## config.mk

```make
export PLATFORM = sky130hd
export DESIGN_NAME = byte_shift_unit
export DESIGN_NICKNAME = d
export VERILOG_FILES = /design/src/rtl/byte_shift_pkg.sv /design/src/rtl/bsu_operand_mux.sv /design/src/rtl/bsu_shift_core.sv /design/src/rtl/bsu_flag_gen.sv /design/src/rtl/byte_shift_unit.sv
export SDC_FILE = /design/constraint.sdc
export NUM_CORES = 1
export LEC_CHECK = 0
export ABC_AREA = 1
export BUFFER_PORTS_ARGS = -buffer_cell sky130_fd_sc_hd__buf_2
export CAP_MARGIN = 40
export CORE_MARGIN = 2
export CORE_UTILIZATION = 41
export DETAILED_ROUTE_END_ITERATION = 6
export GPL_ROUTABILITY_DRIVEN = 0
export PLACE_DENSITY = 0.85
export SLEW_MARGIN = 20
export SYNTH_ARGS = -nofsm -noshare
export SYNTH_HDL_FRONTEND = slang
export SYNTH_HIERARCHICAL = 1
export SYNTH_SLANG_ARGS = --single-unit
export TNS_END_PERCENT = 50
```

## constraint.sdc

```tcl
create_clock -name vclk -period 1.8
set_input_delay 0.18 -clock vclk [all_inputs]
set_output_delay 0.18 -clock vclk [all_outputs]
set_load 0.01 [all_outputs]
```

## src/rtl/byte_shift_pkg.sv

```systemverilog
package byte_shift_pkg;

  typedef enum logic [2:0] {
    OP_ROL  = 3'b000,
    OP_ROR  = 3'b001,
    OP_ROLC = 3'b010,
    OP_RORC = 3'b011,
    OP_ASL  = 3'b100,
    OP_ASR  = 3'b101,
    OP_LSL  = 3'b110,
    OP_LSR  = 3'b111
  } shift_op_e;

  localparam int unsigned FLAG_C = 0;
  localparam int unsigned FLAG_V = 1;
  localparam int unsigned FLAG_Z = 2;
  localparam int unsigned FLAG_N = 3;

endpackage

```

## src/rtl/bsu_operand_mux.sv

```systemverilog
module bsu_operand_mux #(
  parameter int unsigned BYTE_W = 8,
  parameter int unsigned SEL_W  = 4,
  localparam int unsigned NUM_B  = 1 << SEL_W,
  localparam int unsigned BANK_W = NUM_B * BYTE_W
) (
  input  logic [BANK_W-1:0] bank_i,
  input  logic [SEL_W-1:0]  sel_i,
  output logic [BYTE_W-1:0] operand_o
);

  logic [BYTE_W-1:0] lane [NUM_B];

  for (genvar k = 0; k < NUM_B; k++) begin : g_lane
    assign lane[k] = bank_i[k*BYTE_W +: BYTE_W];
  end

  assign operand_o = lane[sel_i];

endmodule

```

## src/rtl/bsu_shift_core.sv

```systemverilog
module bsu_shift_core
  import byte_shift_pkg::*;
#(
  parameter int unsigned BYTE_W = 8
) (
  input  logic [BYTE_W-1:0] opnd_i,
  input  shift_op_e         op_i,
  input  logic              carry_i,
  output logic [BYTE_W-1:0] res_o,
  output logic              out_bit_o,
  output logic              ovf_o
);

  localparam int unsigned MSB = BYTE_W - 1;

  logic left;
  logic fill;

  // left ops share an even opcode
  assign left      = ~op_i[0];
  assign out_bit_o = left ? opnd_i[MSB] : opnd_i[0];

  always_comb begin
    unique case (op_i)
      OP_ROL:  fill = opnd_i[MSB];
      OP_ROR:  fill = opnd_i[0];
      OP_ROLC: fill = carry_i;
      OP_RORC: fill = carry_i;
      OP_ASR:  fill = opnd_i[MSB];
      default: fill = 1'b0;
    endcase
  end

  assign res_o = left ? {opnd_i[MSB-1:0], fill} : {fill, opnd_i[MSB:1]};
  assign ovf_o = (op_i == OP_ASL) ? (opnd_i[MSB] ^ opnd_i[MSB-1]) : 1'b0;

endmodule

```

## src/rtl/bsu_flag_gen.sv

```systemverilog
module bsu_flag_gen
  import byte_shift_pkg::*;
#(
  parameter int unsigned BYTE_W = 8
) (
  input  logic [BYTE_W-1:0] res_i,
  input  logic              out_bit_i,
  input  logic              ovf_i,
  input  logic [7:0]        ccr_i,
  output logic [7:0]        ccr_o
);

  always_comb begin
    ccr_o         = ccr_i;
    ccr_o[FLAG_N] = res_i[BYTE_W-1];
    ccr_o[FLAG_Z] = (res_i == '0);
    ccr_o[FLAG_V] = ovf_i;
    ccr_o[FLAG_C] = out_bit_i;
  end

endmodule

```

## src/rtl/byte_shift_unit.sv

```systemverilog
module byte_shift_unit
  import byte_shift_pkg::*;
#(
  parameter int unsigned BYTE_W = 8,
  parameter int unsigned SEL_W  = 4,
  localparam int unsigned BANK_W = (1 << SEL_W) * BYTE_W
) (
  input  logic [BANK_W-1:0] bank_i,
  input  logic [SEL_W-1:0]  sel_i,
  input  logic [2:0]        op_i,
  input  logic [7:0]        ccr_i,
  output logic [BYTE_W-1:0] result_o,
  output logic [7:0]        ccr_o
);

  logic [BYTE_W-1:0] opnd;
  logic              out_bit;
  logic              ovf;
  shift_op_e         op;

  assign op = shift_op_e'(op_i);

  bsu_operand_mux #(.BYTE_W(BYTE_W), .SEL_W(SEL_W)) u_mux (
    .bank_i    (bank_i),
    .sel_i     (sel_i),
    .operand_o (opnd)
  );

  bsu_shift_core #(.BYTE_W(BYTE_W)) u_core (
    .opnd_i    (opnd),
    .op_i      (op),
    .carry_i   (ccr_i[FLAG_C]),
    .res_o     (result_o),
    .out_bit_o (out_bit),
    .ovf_o     (ovf)
  );

  bsu_flag_gen #(.BYTE_W(BYTE_W)) u_flags (
    .res_i     (result_o),
    .out_bit_i (out_bit),
    .ovf_i     (ovf),
    .ccr_i     (ccr_i),
    .ccr_o     (ccr_o)
  );

endmodule

```

### After elaboration in Yosys (flattened, before gate mapping)

Index checks and enable logic that the tools add are counted.

| storage, ports and cells | value |
|---|---|
| bits in registers | 0 |
| input bits | 143 |
| output and inout port bits | 16 |
| logic and storage cells | 19 |

| cells by class | value |
|---|---|
| magnitude comparators | 1 |
| eq/ne operators | 5 |
| muxes and demuxes | 7 |
| bitwise gates (word level) | 2 |
| reduce and logical (&&, ||, !) cells | 4 |

Operators with widths:

| operator | number |
|---|---|
| 8-bit binary-select mux with 4-bit select | 1 |
| 8-bit two-way mux | 3 |
| 8-bit logical NOT | 1 |
| 3-bit by 2-bit equality test with 1-bit output (second input constant) | 2 |
| 3-bit equality test (second input constant) | 2 |
| 5-bit >= comparator (second input constant) | 1 |
| 4-bit NOT with 5-bit output | 1 |
| 2-bit OR reduction | 2 |
| 3-bit by 1-bit equality test with 1-bit output (second input constant) | 1 |
| 3-bit logical NOT | 1 |
| 1-bit one-hot mux with 3 select lines | 1 |
| 1-bit two-way mux | 2 |
| 1-bit XOR | 1 |

### Depth between registers and ports, before layout

Gate-level depths: netlist (run 1).

| depth | value |
|---|---|
| word-level depth | 7 |
| depth in mapped cells | 17 |
| gate-level depth less buffers | 16 |

### Cells and area by module

Netlist (run 1), hierarchy kept.

Modules (own cells, without submodules):

| module | instances | cells an instance | area each (um^2) | sequential area each (um^2) |
|---|---|---|---|---|
| bsu_operand_mux | 1 | 388 | 1656.6 | 0.0 |
| bsu_shift_core | 1 | 38 | 166.4 | 0.0 |
| bsu_flag_gen | 1 | 14 | 78.8 | 0.0 |

### Worst setup path before layout (run 1)

OpenSTA, ideal clock, no wires.

| timing | value |
|---|---|
| kind | input to output |
| from | in sel_i[2] |
| to | out ccr_o[2] |
| arrival time | 1587 ps |
| data required time | 1620 ps |
| path slack | 33 ps |
| stages on the path | 15 |
| path buffers | 2 |
| cell sequence | buf_2 > inv_1 > buf_4 > nand3_1 > nand3_1 > nand2_1 > inv_1 > nand2_1 > nand3b_1 > nand2_1 > nor2_1 > nor2_1 > nor2_1 > nand2_1 > nor2_1 |

| on the way | value |
|---|---|
| cells in the longest elaborated chain, start to end | 7 |

RTL lines:

| element | line | source |
|---|---|---|
| start, declared | byte_shift_unit.sv:9 | `input logic [SEL_W-1:0] sel_i,` |
| 4-bit NOT with 5-bit output (implied by the code) | bsu_operand_mux.sv:18 | `assign operand_o = lane[sel_i];` |
| 8-bit binary-select mux with 4-bit select | bsu_operand_mux.sv:18 |  |
| 8-bit two-way mux (implied by the code) (2 in series) | bsu_operand_mux.sv:18 |  |
| via opnd[7] | byte_shift_unit.sv:16 | `logic [BYTE_W-1:0] opnd;` |
| 1-bit one-hot mux with 3 select lines | bsu_shift_core.sv:24 | `unique case (op_i)` |
| 8-bit two-way mux | bsu_shift_core.sv:34 | `assign res_o = left ? {opnd_i[MSB-1:0], fill} : {fill, opnd_i[MSB:1]};` |
| via result_o[7] | byte_shift_unit.sv:12 | `output logic [BYTE_W-1:0] result_o,` |
| 8-bit logical NOT | bsu_flag_gen.sv:16 | `ccr_o[FLAG_Z] = (res_i == '0);` |
| end, declared | byte_shift_unit.sv:13 | `output logic [7:0] ccr_o` |

The timed path passes the listed nets, and every way through them passes these cells. The select of a mux whose other input is x is not followed.

### Final worst setup path (run 1)

| timing | value |
|---|---|
| from | in sel_i[0] |
| to | out ccr_o[2] |

| on the way | value |
|---|---|
| cells in the longest elaborated chain, start to end | 7 |

RTL lines:

| element | line |
|---|---|
| 4-bit NOT with 5-bit output (implied by the code) * | bsu_operand_mux.sv:18 |
| 8-bit binary-select mux with 4-bit select * | bsu_operand_mux.sv:18 |
| 8-bit two-way mux (implied by the code) * (2 in series) | bsu_operand_mux.sv:18 |
| via opnd[0] | byte_shift_unit.sv:16 |
| 1-bit one-hot mux with 3 select lines | bsu_shift_core.sv:24 |
| 8-bit two-way mux * | bsu_shift_core.sv:34 |
| 8-bit logical NOT * | bsu_flag_gen.sv:16 |

Mark *: on every way through the listed nets, which the timed path passes. The rest lies on a longest branch. The select of a mux whose other input is x is not followed.

==> flow_summary.yaml, run 1 <==
grt:
  gr-total-overflow: 0
  grtUsageTotal_pct: 28.47
  grt_pass1_vias: 2909
  antenna_found_initial: 0
  grt_pass1_wl_um: 12210
  grt_max_degree: 24
routing:
  firstDrtPassIters: 5
  vias: 3192
  drtAntennaViolNets: 0
  drtIter0Drc: 218
  wl_um: 7878
  avgViaCountPerCell: 4.903
  drc: 0
  wl_per_cell_um: 12.10
synth:
  ys_warn_count: 6
  synth_simple_gate_area_share_pct: 65.07
  synthesis.area_um2: 1902
  synth_top_area_cell: "nand2_1"
  synth.area.mux_share_pct: 0
  yosysTopAreaCellShare_pct: 36.71
  synth_adder_area_share_pct: 0
  syn_avg_cell_area_um2: 4.322
  synth_compound_area_share_pct: 1.776
  synth_common_cells: "nand2_1, inv_1, nand3_1"
  yosysMostFrequentCell: "nand2_1"
  ys_seq_area_share_pct: 0
  synth_cell_types: 15
  synth_top_family_by_area: "simple AND/OR/NAND/NOR gates"
  synth_area_leaders: "nand2_1, nand3_1, inv_1"
  synthCells: 440
  syn_nets: 583
  synth_xor_area_share_pct: 0.4605
timing:
  fmax_mhz: 500.2
  setup_slack_ns: -0.1994
  setup_viol: 5
  tightestPinTransition_ns: 0.2731
  fin_crit_sh_pct: 111.1
  max_slew_margin_pct: 81.64
  rsz0062_at_grt: "true"
  fin_crit_ns: 1.999
  hold_violations: 0
  timing.final.max_slew_violations: 0
power:
  power_density_nw_per_um2: 255.8
  ir_drop_v: 0.0001506
  total_power_mw: 0.7983
  leakagePower_nw: 2.153
setup_path:
  cp-end-kind: "primary output"
  cp.required_ns: 1.62
  path_buf_inv: 5
  cp_max_fo: 6
  startpoint_type: "input port"
  critPathKind: "input port to primary output"
  worstPathArrival_ns: 1.82
  crit_family: "simple AND/OR/NAND/NOR gates"
  cp_slowest_cell: "buf_2"
  slowest_delay_ns: 0.15
  path_cells: "buf_12 -> buf_8 -> buf_12 -> nand2_4 -> nand2_2 -> nand2_2 -> nand3_2 -> nand3_2 -> nand2_2 -> inv_2 -> nand2_2 -> nand3b_1 -> nand2_1 -> nor2_1 -> nor2_1 -> nor2_1 -> nand2_1 -> nor2_1 -> buf_2"
place:
  hpwl_um: 5853
  placed_cells_incl_taps: 638
  io_buffers: 148
  dp_slack_ns: -0.1609
floorplanning:
  initial_core_util_pct: 43.08
  ioPinCount: 159
  fp.dieW_um: 72.11
  die_h_um: 72.11
  core.rowCount: 24
  coreArea_um2: 4414
  dieArea_um2: 5199
finish:
  layout-drive-gt1-share_pct: 36.73
  synthToLayoutAreaGrowth_pct: 64.08
  clkbuf_count: 0
  register_area_um2: 0
  n_fill_cell: 420
  layout.cells.non_filler: 651
  layout.nets: 744
  diodes: 0
  seq_cells: 0
worst_hold_path:
  hold_path_class: "input port to primary output"
status:
  violations: "negative setup slack"
  outcome: "finished, violations left"
flow_run:
  drv_cap: 0
placed cells by master, fill, tap and decap left out, drive strengths merged:
cell	instances
nor4	1
clkinvlp	1
nand3b	1
xnor2	1
nand3	96
bufbuf	2
a21oi	1
o21ai	5
nand2	186
inv	104
nor2	12
buf	189
cell families after synthesis:
kind of cell | after synthesis
AOI/OAI and AO/OA | 6
xor gates and xnor gates | 1
buffers and inverters | 137
and+or+nand+nor | 296
final timing paths:
path	from	endpoint	cells after the start	slack, ns
max	sel_i[0]	ccr_o[2]	19	-0.20
min	ccr_i[5]	ccr_o[5]	0	0.36
where the power goes:
| group | total [mW] | internal, mW | switching (mW) |
|---|---|---|---|
| registers | 0 | 0 | 0 |
| clock network | 0 | 0 | 0 |
| logic | 0.798 | 0.396 | 0.403 |
| total | 0.798 | 0.396 | 0.403 |
routing by layer:
layer | up-vias | routed length (um) | track usage [%]
li1 | 1616 | - | -
met1 | 1371 | 2932 | 35.25
met2 | 176 | 3983 | 53.11
met3 | 29 | 726 | 1.806
met4 | 0 | 235 | 6.918
met5 | - | 0 | 0
per-stage QoR:
stage          hold WS [ns]   TNS, ns  area [um2]  util, %
2_1_floorplan        0.4518         0        1902        -
3_3_place_gp         0.3601   -0.2321        2755    62.42
3_5_place_dp         0.3601   -0.2489        2755    62.42
4_1_cts              0.3601  -0.02998        2988    67.69
5_1_grt              0.3600    -1.008        3120    70.69
6_report             0.3600   -0.5612        3120    70.69
timing repair:
item / CTS / global route
buffers inserted: 6 / 4
gates cloned: 5 / 0
hold endpoints to repair: 0 / 0
hold buffers: 0 / 0
endpoints found under the setup margin: 2 / 6
gates resized for setup: 20 / 27
pin swaps: 12 / 8
layout make-up:
| cell class | count | area, um2 | area share (%) |
|---|---|---|---|
| Timing Repair Buffer | 191 | 1271 | 40.74 |
| Inverter | 105 | 405.4 | 12.99 |
| Multi-Input combinational cell | 303 | 1379 | 44.19 |
| Tap cell | 52 | 65.06 | 2.085 |
Power figures use the tool's default switching activity.
==> run 2, diff against run 1 <==
--- a/config.mk
+++ b/config.mk
@@ -8,7 +8,6 @@
 export ABC_AREA = 1
 export BUFFER_PORTS_ARGS = -buffer_cell sky130_fd_sc_hd__buf_2
 export CAP_MARGIN = 40
-export CORE_MARGIN = 2
 export CORE_UTILIZATION = 41
 export DETAILED_ROUTE_END_ITERATION = 6
 export GPL_ROUTABILITY_DRIVEN = 0
==> constraint.sdc (replaced) <==
create_clock -name vclk -period 1.8
set_input_delay 0.18 -clock vclk [all_inputs]
set_output_delay 0.18 -clock vclk [all_outputs]
set_load 0.1 [all_outputs]
==> run 2 against run 1 <==
  * The run ends with design-rule violations, negative setup slack left
  * Final area grew 9.3%
  * Via count rose by 8.7%
  * Combinational power is 55% higher
  * Non-clock buffer count up 12
  * Count of clock-buffer cells in the layout unchanged
  * Power up 56%
  * Core utilization grew 6.5 points
  * Die area is 5.5% lower
  * Final cell count up 1.8%
  * First-iteration DRC count up 58%
  * Sequential share of layout area did not move
==> flow_summary.yaml, run 2 (synthesis results as in run 1) <==
setup_path:
  startpoint_type: "input port"
  critPathKind: "input port to primary output"
  path_buf_inv: 5
  cp_max_fo: 6
  cp-end-kind: "primary output"
  worstPathArrival_ns: 2.02
  path_cells: "buf_12 -> clkinv_8 -> buf_12 -> buf_8 -> nand2_1 -> nand3_1 -> nand3_2 -> nand3_2 -> nand2_2 -> nand2_1 -> a21oi_4 -> nor2_1 -> nor2_4 -> nor2_1 -> nand2_1 -> nor2_4 -> buf_12"
  cp_slowest_cell: "nor2_1"
  cp.required_ns: 1.62
  crit_family: "simple AND/OR/NAND/NOR gates"
  slowest_delay_ns: 0.20
finish:
  synthToLayoutAreaGrowth_pct: 79.28
  layout-drive-gt1-share_pct: 39.61
  register_area_um2: 0
  clkbuf_count: 0
  layout.nets: 756
  layout_common_cells: "nand2_1, buf_2, inv_1"
  diodes: 0
  layout.cells.non_filler: 663
  final_common_cell: "nand2_1"
  final_core_util_pct: 77.24
  seq_cells: 0
place:
  placed_cells_incl_taps: 647
  io_buffers: 148
  hpwl_um: 6052
power:
  ir_drop_v: 0.0001977
  power_density_nw_per_um2: 365.0
  p_switching_mw: 0.7087
  p_clk_share_pct: 0
  internal_power_mw: 0.5359
  seqPwrFrac_pct: 0
  netSwitchingFraction_pct: 56.94
  leakagePower_nw: 2.246
  pwr-share-comb_pct: 100.0
routing:
  drtIter0Drc: 344
  avgViaCountPerCell: 5.232
  firstDrtPassIters: 7
  drc: 5
  vias: 3469
  wl_um: 8956
  wl_per_cell_um: 13.51
  drtAntennaViolNets: 0
timing:
  setup_slack_ns: -0.4007
  setup_viol: 12
  fin_crit_sh_pct: 122.3
  tightestPinTransition_ns: 0.4247
  rsz0062_at_grt: "true"
  hold_violations: 0
  fmax_mhz: 454.4
  timing.final.max_slew_violations: 0
  fin_crit_ns: 2.201
  max_slew_margin_pct: 71.66
floorplanning:
  dieArea_um2: 4915
  fp.dieW_um: 70.11
  core.rowCount: 24
  ioPinCount: 159
  coreArea_um2: 4414
  initial_core_util_pct: 43.08
  die_h_um: 70.11
worst_hold_path:
  hold_path_class: "input port to primary output"
flow_run:
  drv_cap: 0
grt:
  use_met3_pct: 3.752
  gr-total-overflow: 0
  grtUsageMet1_pct: 38.72
  busiest_layer: "met2"
  grt_max_degree: 29
  use_met2_pct: 66.13
  grt_pass1_wl_um: 14120
  grtUsageTotal_pct: 35.02
  antenna_found_initial: 0
  grt_pass1_vias: 3323
clock_tree:
  hold_buffers: 0
status:
  violations: "design-rule violations, negative setup slack"
  outcome: "finished, violations left"
-- run 2: final timing paths --
| check | cells past startpoint | startpoint | slack, ns | endpoint |
|---|---|---|---|---|
| worst max-delay path | 17 | sel_i[0] | -0.40 | ccr_o[2] |
| worst min-delay path | 0 | ccr_i[4] | 0.36 | ccr_o[4] |
-- run 2: power groups by stage --
stage | clock network [mW] | logic, mW | registers (mW)
3_5_place_dp | 0 | 1.07 | 0
6_report | 0 | 1.24 | 0
2_1_floorplan | 0 | 0.695 | 0
3_3_place_gp | 0 | 1.05 | 0
4_1_cts | 0 | 1.16 | 0
5_1_grt | 0 | 1.32 | 0
-- run 2: layout make-up --
cell class / instances / area [um2]
fillers: 301 / 1005
inverters: 105 / 414.1
multi-input cells: 303 / 1470
well taps: 52 / 65.06
repair buffers: 203 / 1460
-- run 2: metal layers --
| layer | part of all wire, % | vias to the layer above |
|---|---|---|
| met5 | 0 | - |
| met4 | 5.4 | 0 |
| met3 | 9.6 | 57 |
| met2 | 49 | 279 |
| met1 | 36 | 1493 |
| li1 | - | 1640 |
-- run 2: repair_timing --
action	in CTS	in global routing
endpoints found under the setup margin	12	12
buffers inserted	18	1
pin swaps	10	12
gates cloned	1	0
resized for setup	25	23
-- run 2: metrics by stage --
step           setup slack [ns]  setup TNS [ns]  cell area (um2)  total power, mW  hold WS (ns)
3_5_place_dp            -0.4050          -1.848             3078            1.069        0.3607
6_report                -0.4007          -2.728             3410            1.245        0.3600
4_1_cts                 -0.3185          -1.706             3324            1.163        0.3607
5_1_grt                 -0.4214          -3.354             3410            1.315        0.3602
2_1_floorplan           -0.3408         -0.6602             2068           0.6945        0.5715
3_3_place_gp            -0.3152          -1.302             3078            1.050        0.3607
